File: config.mk
export PLATFORM = sky130hd
export DESIGN_NAME = iq_serial_tx
export DESIGN_NICKNAME = d
export VERILOG_FILES = /design/src/rtl/sofp_pkg.sv /design/src/rtl/sofp_clock_gen.sv /design/src/rtl/sofp_sample_hold.sv /design/src/rtl/sofp_frame_engine.sv /design/src/rtl/iq_serial_tx.sv
export SDC_FILE = /design/constraint.sdc
export NUM_CORES = 1
export LEC_CHECK = 0
export CORE_ASPECT_RATIO = 0.5
export CORE_MARGIN = 5
export CORE_UTILIZATION = 60
export CTS_BUF_LIST = sky130_fd_sc_hd__clkbuf_16
export CTS_CLUSTER_DIAMETER = 120
export DETAILED_ROUTE_END_ITERATION = 16
export PLACE_DENSITY = 0.91
export SYNTH_ARGS = -nofsm -noshare
export SYNTH_HDL_FRONTEND = slang
export SYNTH_SLANG_ARGS = --single-unit
File: constraint.sdc
create_clock -name clk -period 7.4 [get_ports clk]
set_clock_uncertainty 0.15 [all_clocks]
set_input_delay 0.74 -clock clk [delete_from_list [all_inputs] [get_ports clk]]
set_output_delay 0.74 -clock clk [all_outputs]
set_load 0.03 [all_outputs]
File: src/rtl/sofp_pkg.sv
package sofp_pkg;

   localparam int WORD_MAX = 24;
   localparam int BITS_W   = 5;

   typedef enum logic [2:0] {
      ST_IDLE,
      ST_SYNC,
      ST_IWORD,
      ST_GAP,
      ST_QWORD
   } frm_state_t;

   function automatic logic [BITS_W-1:0] word_bits(input logic [1:0] sel);
      logic [BITS_W-1:0] n;
      case (sel)
         2'b00:   n = 5'd12;
         2'b01:   n = 5'd16;
         default: n = 5'd24;
      endcase
      return n;
   endfunction

endpackage

File: src/rtl/sofp_clock_gen.sv
module sofp_clock_gen #(
   parameter int DIV_W       = 4,
   parameter int SYNC_STAGES = 2
) (
   input  logic             clk,
   input  logic             rst_n,
   input  logic             master,
   input  logic [DIV_W-1:0] div,
   input  logic             sclk_in,
   input  logic             fs_in,
   output logic             sclk_out,
   output logic             rise_tick,
   output logic             fs_seen
);

   logic [DIV_W-1:0] half;
   logic [DIV_W-1:0] cnt;
   logic             sclk_q;
   logic             wrap;
   logic             m_rise;
   logic             s_rise;
   logic [SYNC_STAGES:0]   s_sclk;
   logic [SYNC_STAGES-1:0] s_fs;

   assign half   = (div == '0) ? DIV_W'(1) : div;
   assign wrap   = (cnt >= half - DIV_W'(1));
   assign m_rise = master && wrap && !sclk_q;

   always_ff @(posedge clk or negedge rst_n) begin
      if (!rst_n) begin
         cnt    <= '0;
         sclk_q <= 1'b0;
      end else if (!master) begin
         cnt    <= '0;
         sclk_q <= 1'b0;
      end else if (wrap) begin
         cnt    <= '0;
         sclk_q <= ~sclk_q;
      end else begin
         cnt    <= cnt + DIV_W'(1);
      end
   end

   always_ff @(posedge clk or negedge rst_n) begin
      if (!rst_n) begin
         s_sclk[0] <= 1'b0;
         s_fs[0]   <= 1'b0;
      end else begin
         s_sclk[0] <= sclk_in;
         s_fs[0]   <= fs_in;
      end
   end

   for (genvar g = 1; g <= SYNC_STAGES; g++) begin : g_sclk_sync
      always_ff @(posedge clk or negedge rst_n) begin
         if (!rst_n) s_sclk[g] <= 1'b0;
         else        s_sclk[g] <= s_sclk[g-1];
      end
   end

   for (genvar g = 1; g < SYNC_STAGES; g++) begin : g_fs_sync
      always_ff @(posedge clk or negedge rst_n) begin
         if (!rst_n) s_fs[g] <= 1'b0;
         else        s_fs[g] <= s_fs[g-1];
      end
   end

   assign s_rise    = s_sclk[SYNC_STAGES-1] && !s_sclk[SYNC_STAGES];
   assign rise_tick = master ? m_rise : s_rise;
   assign fs_seen   = s_fs[SYNC_STAGES-1];
   assign sclk_out  = sclk_q;

endmodule

File: src/rtl/sofp_sample_hold.sv
module sofp_sample_hold #(
   parameter int SAMPLE_W = 24
) (
   input  logic                clk,
   input  logic                rst_n,
   input  logic                in_valid,
   input  logic [SAMPLE_W-1:0] in_i,
   input  logic [SAMPLE_W-1:0] in_q,
   input  logic                idle,
   input  logic                take,
   output logic                in_ready,
   output logic                pend,
   output logic [SAMPLE_W-1:0] hold_i,
   output logic [SAMPLE_W-1:0] hold_q
);

   logic accept;

   assign in_ready = idle && !pend;
   assign accept   = in_valid && in_ready;

   always_ff @(posedge clk or negedge rst_n) begin
      if (!rst_n) begin
         pend   <= 1'b0;
         hold_i <= '0;
         hold_q <= '0;
      end else if (accept) begin
         pend   <= 1'b1;
         hold_i <= in_i;
         hold_q <= in_q;
      end else if (take) begin
         pend   <= 1'b0;
      end
   end

endmodule

File: src/rtl/sofp_frame_engine.sv
module sofp_frame_engine
   import sofp_pkg::*;
#(
   parameter int SAMPLE_W = 24
) (
   input  logic                clk,
   input  logic                rst_n,
   input  logic                rise,
   input  logic                master,
   input  logic                fs_seen,
   input  logic [1:0]          wlen,
   input  logic [1:0]          fs_mode,
   input  logic                pend,
   input  logic [SAMPLE_W-1:0] hold_i,
   input  logic [SAMPLE_W-1:0] hold_q,
   output logic                take,
   output logic                idle,
   output logic                sdo,
   output logic                fs_out,
   output logic                eof
);

   frm_state_t          st;
   logic [WORD_MAX-1:0] ish;
   logic [WORD_MAX-1:0] qsh;
   logic [BITS_W-1:0]   bitcnt;
   logic [BITS_W-1:0]   wl_q;
   logic [1:0]          mode_q;
   logic                master_q;
   logic                hold_fs;
   logic                split_fs;

   assign idle     = (st == ST_IDLE);
   assign take     = rise && idle && pend && (master || fs_seen);
   assign hold_fs  = master_q && (mode_q == 2'b01);
   assign split_fs = master_q && mode_q[1];

   always_ff @(posedge clk or negedge rst_n) begin
      if (!rst_n) begin
         st       <= ST_IDLE;
         ish      <= '0;
         qsh      <= '0;
         bitcnt   <= '0;
         wl_q     <= '0;
         mode_q   <= '0;
         master_q <= 1'b0;
         sdo      <= 1'b0;
         fs_out   <= 1'b0;
         eof      <= 1'b0;
      end else if (rise) begin
         case (st)
            ST_IDLE: begin
               if (take) begin
                  ish      <= hold_i[SAMPLE_W-1 -: WORD_MAX];
                  qsh      <= hold_q[SAMPLE_W-1 -: WORD_MAX];
                  wl_q     <= word_bits(wlen);
                  mode_q   <= fs_mode;
                  master_q <= master;
                  fs_out   <= master;
                  sdo      <= 1'b0;
                  st       <= ST_SYNC;
               end
            end
            ST_SYNC: begin
               sdo    <= ish[WORD_MAX-1];
               ish    <= ish << 1;
               bitcnt <= wl_q - BITS_W'(1);
               fs_out <= hold_fs;
               st     <= ST_IWORD;
            end
            ST_IWORD: begin
               if (bitcnt != '0) begin
                  sdo    <= ish[WORD_MAX-1];
                  ish    <= ish << 1;
                  bitcnt <= bitcnt - BITS_W'(1);
               end else if (split_fs) begin
                  sdo    <= 1'b0;
                  fs_out <= 1'b1;
                  st     <= ST_GAP;
               end else begin
                  sdo    <= qsh[WORD_MAX-1];
                  qsh    <= qsh << 1;
                  bitcnt <= wl_q - BITS_W'(1);
                  st     <= ST_QWORD;
               end
            end
            ST_GAP: begin
               sdo    <= qsh[WORD_MAX-1];
               qsh    <= qsh << 1;
               bitcnt <= wl_q - BITS_W'(1);
               fs_out <= 1'b0;
               st     <= ST_QWORD;
            end
            ST_QWORD: begin
               if (bitcnt != '0) begin
                  sdo    <= qsh[WORD_MAX-1];
                  qsh    <= qsh << 1;
                  bitcnt <= bitcnt - BITS_W'(1);
                  eof    <= (bitcnt == BITS_W'(1));
               end else begin
                  sdo    <= 1'b0;
                  fs_out <= 1'b0;
                  eof    <= 1'b0;
                  st     <= ST_IDLE;
               end
            end
            default: st <= ST_IDLE;
         endcase
      end
   end

endmodule

File: src/rtl/iq_serial_tx.sv
module iq_serial_tx #(
   parameter int SAMPLE_W    = 24,
   parameter int DIV_W       = 4,
   parameter int SYNC_STAGES = 2
) (
   input  logic                clk,
   input  logic                rst_n,
   input  logic [1:0]          cfg_wlen,
   input  logic [1:0]          cfg_fs_mode,
   input  logic                cfg_master,
   input  logic [DIV_W-1:0]    cfg_div,
   input  logic                in_valid,
   output logic                in_ready,
   input  logic [SAMPLE_W-1:0] in_i,
   input  logic [SAMPLE_W-1:0] in_q,
   input  logic                sclk_in,
   input  logic                fs_in,
   output logic                sclk_out,
   output logic                fs_out,
   output logic                sdo,
   output logic                eof
);

   if (SAMPLE_W < sofp_pkg::WORD_MAX) begin : g_bad_sample_w
      $error("SAMPLE_W must be at least the longest word length");
   end
   if (DIV_W < 1) begin : g_bad_div_w
      $error("DIV_W must be at least 1");
   end
   if (SYNC_STAGES < 2) begin : g_bad_sync
      $error("SYNC_STAGES must be at least 2");
   end

   logic                rise_tick;
   logic                fs_seen;
   logic                take;
   logic                idle;
   logic                pend;
   logic [SAMPLE_W-1:0] hold_i;
   logic [SAMPLE_W-1:0] hold_q;

   sofp_clock_gen #(
      .DIV_W       (DIV_W),
      .SYNC_STAGES (SYNC_STAGES)
   ) u_clock_gen (
      .clk       (clk),
      .rst_n     (rst_n),
      .master    (cfg_master),
      .div       (cfg_div),
      .sclk_in   (sclk_in),
      .fs_in     (fs_in),
      .sclk_out  (sclk_out),
      .rise_tick (rise_tick),
      .fs_seen   (fs_seen)
   );

   sofp_sample_hold #(
      .SAMPLE_W (SAMPLE_W)
   ) u_sample_hold (
      .clk      (clk),
      .rst_n    (rst_n),
      .in_valid (in_valid),
      .in_i     (in_i),
      .in_q     (in_q),
      .idle     (idle),
      .take     (take),
      .in_ready (in_ready),
      .pend     (pend),
      .hold_i   (hold_i),
      .hold_q   (hold_q)
   );

   sofp_frame_engine #(
      .SAMPLE_W (SAMPLE_W)
   ) u_frame_engine (
      .clk     (clk),
      .rst_n   (rst_n),
      .rise    (rise_tick),
      .master  (cfg_master),
      .fs_seen (fs_seen),
      .wlen    (cfg_wlen),
      .fs_mode (cfg_fs_mode),
      .pend    (pend),
      .hold_i  (hold_i),
      .hold_q  (hold_q),
      .take    (take),
      .idle    (idle),
      .sdo     (sdo),
      .fs_out  (fs_out),
      .eof     (eof)
   );

endmodule

==> reports/summary.txt, run 1 <==
Status -> complete, no violations
Relative slew slack -> 19.2%
Max stage delay on crit path -> 0.45 ns
Routed vias -> 3751
Post-Route WL -> 11600 um
Total clock sinks -> 124
Number of synthesized flops with an enable pin -> 0
Starting Density -> 61.2%
CTS Buf Count -> 17
Placed inst area -> 6490 sq um
Syn Nets -> 525
Largest net degree at the start of global routing -> 84
Worst Hold Class -> in -> async
Mapped Cells -> 454
Slew Limit Fails -> 0
Fin nets -> 593
Worst EP arrival -> 3.99 ns
CTS root buf -> clkbuf_16
Pleak -> 3.12 nW
Met3 GRT Util -> 5.70%
Setup_tns -> 0 ns
Layout cells sized above 1 -> 24.4%
Clock Pin Slew Worst Setup and Hold Paths -> 0.05 ns
Synth warn -> 0
Crit-path most repeated cell -> ha_1
Crit-path slowest cell -> clkdlybuf4s50_1
Post-DP HPWL -> 7220 um
Antenna diodes -> 0
Top_reg_cell synth -> dfrtp_1
Setup Buffers After CTS -> 0
PortBufs -> 66
F_max -> 260 MHz
Post-layout util -> 74.9%
Sequential share of the synthesized area -> 53.9%
Antenna-violating nets left -> 0
Initial antenna violation count -> 0
FP Rows -> 25
Via-to-Cell Ratio -> 5.62
CP Capture Type -> flop
CP Max Fanout -> 24
Global-route usage over all layers -> 21.0%
H-Tree Level Count -> 4
Met2 Use GR -> 37.1%
CP cell instances -> clkdlybuf4s50_1 -> nor3_1 -> nor2_1 -> ha_1 -> xnor2_1 -> ha_1 -> o211ai_1 -> o211ai_2 -> and2_0 -> and3_1 -> buf_4 -> mux2_2
Final hold vios -> 0
RSZ-0062 raised after global routing -> false
Die area -> 11800 sq um
Final setup fails -> 0
First-pass GRT wire length -> 19300 um
CP Class -> in -> reg
Clk_lat worst skew -> 0.41 ns
Grt total ovfl -> 0
Synth async-reset ratio -> 100%
CTS max path bufs -> 2
Die Ht -> 79.3 um
Initial drt markers -> 163
Post-synth cell types -> 52
Routing usage on met1 -> 25.1%
GP Congestion -> 0.889
Busiest grt layer -> met2
Io pins -> 67
Vias in the first global route -> 4018
CTS tree -> done
Fin crit share -> 52.1%
Core area -> 9420 sq um
Post-CTS Hold Buffers -> 0
Max Cap Viol -> 0
Area grow syn2layout -> 22.3%
DRC -> 0
Synth Register Bits -> 124
Synthesized area per cell -> 12.7 sq um
Post-Synthesis Cell Area -> 5760 sq um
Worst-case reg-to-reg path depth -> 4
FILL cells -> 557
Final Cell Area -> 7050 sq um
Slew @ Worst Pin -> 1.21 ns
CP startpoint kind -> primary input
Max VDD drop -> 0.259 mV
Final min period -> 3.85 ns
Pwr Density -> 441 nW/um^2
Die W -> 149 um
Post-cts resize count -> 0
WL/cell -> 17.3 um
CP Data Required Time -> 7.54 ns
First-pass iteration count of the detailed router -> 5
layer usage:
metal	vias to the layer above	part of all wire, %
met5	-	0
met3	30	4.0
met4	0	1.9
li1	1752	-
met2	96	52
met1	1873	42
final cells by class:
cell class / instances / area, sq um / area share (%)
Multi-Input combinational cell: 298 / 2480 / 35.2
Sequential cell: 124 / 3100 / 44.0
Timing Repair Buffer: 71 / 696 / 9.87
Tap cell: 135 / 169 / 2.40
Clock inverter: 13 / 136 / 1.94
Inverter: 10 / 37.5 / 0.533
Clock buffer: 17 / 425 / 6.04
worst max-delay path: cells and delay by family:
kind	cells	cell delay, ns
buffers and inverters	2	0.83
AOI/OAI and AO/OA	2	0.52
muxes	1	0.38
adders and majority gates	2	0.50
xor gates and xnor gates	1	0.14
and+or+nand+nor	4	0.87
sequential cells by signal, indices dropped and copies added (netlist names), 2 cells and up:
register / cells
u_frame_engine.bitcnt: 5
u_frame_engine.mode_q: 2
u_sample_hold.hold_q: 24
u_frame_engine.st: 3
u_frame_engine.ish: 24
u_sample_hold.hold_i: 24
u_clock_gen.cnt: 4
u_frame_engine.qsh: 24
u_clock_gen.s_sclk: 3
u_frame_engine.wl_q: 3
synthesized netlist by cell type (2+ instances only):
cell type	n	area [sq um]
mux2i_1	24	240
inv_1	10	37.5
nand2b_1	3	18.8
xnor2_1	6	52.6
mux2_1	9	101
ha_1	9	113
buf_12	2	40.0
o31ai_1	3	22.5
buf_4	2	15.0
o21ai_0	35	175
nor2_1	20	75.1
a22oi_1	2	15.0
nand2_1	36	135
mux2_4	19	285
a211oi_1	3	22.5
buf_2	6	30.0
buf_6	2	22.5
nand3_1	5	25.0
mux2_2	71	800
a31oi_1	2	12.5
a21oi_1	11	55.1
nor3_1	4	20.0
dfrtp_1	124	3100
nor2b_1	3	18.8
clkbuf_1	10	37.5
o22a_1	2	17.5
o211ai_1	3	22.5
and3_1	4	25.0
per-stage QoR:
stage,cells,power (mW),setup slack (ns),hold WS (ns)
global route,668,3.29,3.32,0.213
finish,668,3.11,3.55,0.162
CTS,668,3.12,3.55,0.168
detailed placement,638,2.29,3.19,0.188
floorplan,454,2.04,4.17,0.181
global placement,638,2.22,3.38,0.185
logic make-up (layout without fill, tap and decap cells):
kind of cell / Yosys count / in the layout / share of synthesized area (%)
xor+xnor: 7 / 7 / 1.06
simple gates: 87 / 87 / 7.51
compound gates: 71 / 71 / 7.51
flops: 124 / 124 / 53.9
fa+ha+maj: 10 / 10 / 2.13
mux: 123 / 123 / 24.8
buf+inv: 32 / 111 / 3.17
report_power, final:
part	internal (mW)	total [mW]	switching [mW]	leakage [nW]
combinational	0.612	1.10	0.490	1.32
sequential	0.988	1.21	0.221	1.51
clock	0.516	0.794	0.278	0.288
path summary, 6_finish.rpt:
check | from | endpoint | slack, ns
max | cfg_div[1] | u_frame_engine.qsh[3] | 3.55
min | rst_n | u_sample_hold.hold_q[2] | 0.16
max reg2reg | u_frame_engine.st[2] | u_sample_hold.hold_q[21] | 4.43
min reg2reg | u_clock_gen.s_fs[0] | u_clock_gen.fs_seen | 0.20
max in group asynchronous | rst_n | u_sample_hold.hold_i[4] | 5.54
min in group clk | u_clock_gen.s_fs[0] | u_clock_gen.fs_seen | 0.20
cell usage in the layout (no fill, tap or decap), types with 6 or more instances in the layout:
master and instances:
a21oi_1 11, buf_4 6, clkbuf_16 17, clkdlybuf4s50_1 65
dfrtp_1 124, ha_1 9, inv_1 13, mux2_1 9
mux2_2 71, mux2_4 19, mux2i_1 24, nand2_1 35
nor2_1 19, o21ai_0 35, xnor2_1 6
Power figures use the tool's default switching activity.
==> run 2, diff against run 1 <==
--- a/config.mk
+++ b/config.mk
@@ -7,11 +7,11 @@
 export LEC_CHECK = 0
 export CORE_ASPECT_RATIO = 0.5
 export CORE_MARGIN = 5
-export CORE_UTILIZATION = 60
+export CORE_UTILIZATION = 56
 export CTS_BUF_LIST = sky130_fd_sc_hd__clkbuf_16
 export CTS_CLUSTER_DIAMETER = 120
 export DETAILED_ROUTE_END_ITERATION = 16
-export PLACE_DENSITY = 0.91
+export PLACE_DENSITY = 0.86
 export SYNTH_ARGS = -nofsm -noshare
 export SYNTH_HDL_FRONTEND = slang
 export SYNTH_SLANG_ARGS = --single-unit
==> constraint.sdc (replaced) <==
create_clock -name clk -period 3.8 [get_ports clk]
set_clock_uncertainty 0.15 [all_clocks]
set_input_delay 0.38 -clock clk [delete_from_list [all_inputs] [get_ports clk]]
set_output_delay 0.38 -clock clk [all_outputs]
set_load 0.03 [all_outputs]
==> reports/summary.txt, run 2 (synthesized netlist as in run 1, its figures left out) <==
First-pass iteration count of the detailed router -> 4 (was 5)
Max VDD drop -> 0.571 mV (was 0.259 mV)
Status -> complete, no violations (unchanged)
Initial antenna violation count -> 0 (unchanged)
Vias in the first global route -> 3893 (was 4018)
Via-to-Cell Ratio -> 5.46 (was 5.62)
Buffers & Inverters on Critical Path -> 2 (unchanged)
Post-cts resize count -> 0 (unchanged)
F_max -> 331 MHz
CP startpoint kind -> primary input (unchanged)
Worst EP arrival -> 3.17 ns (was 3.99 ns)
Antenna diodes -> 0 (unchanged)
FILL cells -> 677 (was 557)
CTS max path bufs -> 2 (unchanged)
Largest net degree at the start of global routing -> 65 (was 84)
Die Ht -> 81.7 um (was 79.3 um)
Clk_lat worst skew -> 0.41 ns (about the same)
Placed inst area -> 6550 sq um (was 6490 sq um)
Worst-case reg-to-reg path depth -> 5 (was 4)
Area grow syn2layout -> 24.2% (was 22.3%)
Relative slew slack -> 49.1% (was 19.2%)
Commonest non-fill, non-tap cell in the layout -> dfrtp_1 (unchanged)
Pleak -> 3.15 nW (was 3.12 nW)
Io pins -> 67 (unchanged)
Total clock sinks -> 124 (unchanged)
Critical R2R Capture -> u_sample_hold.hold_q[22] (was u_sample_hold.hold_q[21])
Die W -> 153 um (was 149 um)
Core area -> 10100 sq um (was 9420 sq um)
Initial drt markers -> 294 (was 163)
Post-Route WL -> 11200 um (was 11600 um)
Fin crit share -> 79.6%
Setup_tns -> 0 ns (unchanged)
CP Capture Type -> flop (unchanged)
Pwr Density -> 857 nW/um^2 (was 441 nW/um^2)
RSZ-0062 raised after global routing -> false (unchanged)
Fin nets -> 598 (was 593)
Crit-path most repeated cell -> ha_1 (unchanged)
CP cell instances -> clkdlybuf4s50_1 -> nor3_1 -> nor2_1 -> ha_1 -> xnor2_1 -> ha_1 -> o211ai_1 -> o211ai_2 -> and2_0 -> and3_1 -> buf_12 -> mux2_2 (was clkdlybuf4s50_1 -> nor3_1 -> nor2_1 -> ha_1 -> xnor2_1 -> ha_1 -> o211ai_1 -> o211ai_2 -> and2_0 -> and3_1 -> buf_4 -> mux2_2)
Setup ws final -> 0.776 ns (was 3.55 ns)
Antenna-violating nets left -> 0 (unchanged)
Post-DP HPWL -> 7090 um (was 7220 um)
H-Tree Level Count -> 4 (unchanged)
GP Congestion -> 0.814 (was 0.889)
Hold_sp -> u_clock_gen.s_sclk[0]
CP Data Required Time -> 3.94 ns (was 7.54 ns)
Crit-path slowest cell -> clkdlybuf4s50_1 (unchanged)
Slew @ Worst Pin -> 0.764 ns (was 1.21 ns)
CTS root buf -> clkbuf_16 (unchanged)
Global-route usage over all layers -> 19.2% (was 21.0%)
Final min period -> 3.02 ns
Worst Hold End -> u_clock_gen.s_sclk[1]
Final Cell Area -> 7160 sq um (was 7050 sq um)
Slew Limit Fails -> 0 (unchanged)
FP Rows -> 26 (was 25)
Crit-path leading delay family -> simple AND/OR/NAND/NOR gates (unchanged)
Starting Density -> 57.0% (was 61.2%)
Worst Hold Class -> reg -> reg (was in -> async)
Clock Pin Slew Worst Setup and Hold Paths -> 0.06 ns (was 0.05 ns)
First-pass GRT wire length -> 18900 um (was 19300 um)
Grt total ovfl -> 0 (unchanged)
Dpl ws -> 0.370 ns (was 3.19 ns)
Final hold vios -> 0 (unchanged)
Total power -> 6.13 mW (was 3.11 mW)
WL/cell -> 16.5 um (was 17.3 um)
Layout cells sized above 1 -> 25.9% (was 24.4%)
CTS Buf Count -> 17 (unchanged)
PortBufs -> 66 (unchanged)
Die area -> 12500 sq um (was 11800 sq um)
Max stage delay on crit path -> 0.45 ns (about the same)
Flop2flop setup slack -> 1.14 ns (was 4.43 ns)
Routed vias -> 3713 (was 3751)
Worst r2r src -> u_frame_engine.st[1] (was u_frame_engine.st[2])
CP Class -> in -> reg (unchanged)
Hold Path Depth -> 0
CTS tree -> done (unchanged)
DRC -> 0 (unchanged)
Post-layout util -> 70.7% (was 74.9%)
Most frequent cells in the layout -> 124 x dfrtp_1, 71 x mux2_2, 65 x clkdlybuf4s50_1 (unchanged)
Final setup fails -> 0 (unchanged)
Max Cap Viol -> 0 (unchanged)
CP Max Fanout -> 24 (unchanged)
## run 2: metrics by stage
stage                     hold WS (ns)  std cells
after global placement           0.185        647
after global routing             0.216        680
final                            0.207        680
after CTS                        0.205        680
after floorplan                -0.0656        454
after detailed placement         0.193        647
## run 2: what timing repair did
action                                 in CTS  in global routing
hold buffers                                1                  0
endpoints found under the hold margin      62                  0
buffers inserted                            0                  0
## run 2: final cells by class
| cell class | instances | area, sq um | share of cell area [%] |
|---|---|---|---|
| tap | 140 | 175 | 2.45 |
| multi-input combinational | 298 | 2480 | 34.7 |
| timing repair buffer | 76 | 761 | 10.6 |
| inverter | 10 | 37.5 | 0.525 |
| clock buffer | 17 | 425 | 5.95 |
| clock inverter | 15 | 173 | 2.41 |
| sequential | 124 | 3100 | 43.4 |
## run 2: how the worst max path moves through the flow
stage	startpoint	endpoint	cells after the start	slack, ns
floorplan	cfg_div[1]	u_frame_engine.qsh[10]	12	0.93
global placement	cfg_div[1]	u_frame_engine.qsh[1]	12	0.46
detailed placement	cfg_div[1]	u_frame_engine.qsh[4]	12	0.37
CTS	cfg_div[1]	u_frame_engine.qsh[4]	12	0.79
global route	cfg_div[1]	u_frame_engine.qsh[4]	12	0.61
finish	cfg_div[1]	u_frame_engine.qsh[4]	12	0.78
## run 2: layer usage
metal | vias up | GRT usage, % | wire length (um)
met5 | - | 0 | 0
met4 | 0 | 6.87 | 163
met3 | 21 | 4.74 | 455
met2 | 79 | 32.8 | 5680
met1 | 1853 | 24.3 | 4920
li1 | 1760 | - | -
## run 2: report_power, final
part / internal, mW / leakage (nW) / switching [mW]
clock: 1.03 / 0.280 / 0.593
sequential: 1.92 / 1.51 / 0.399
combinational: 1.21 / 1.36 / 0.974
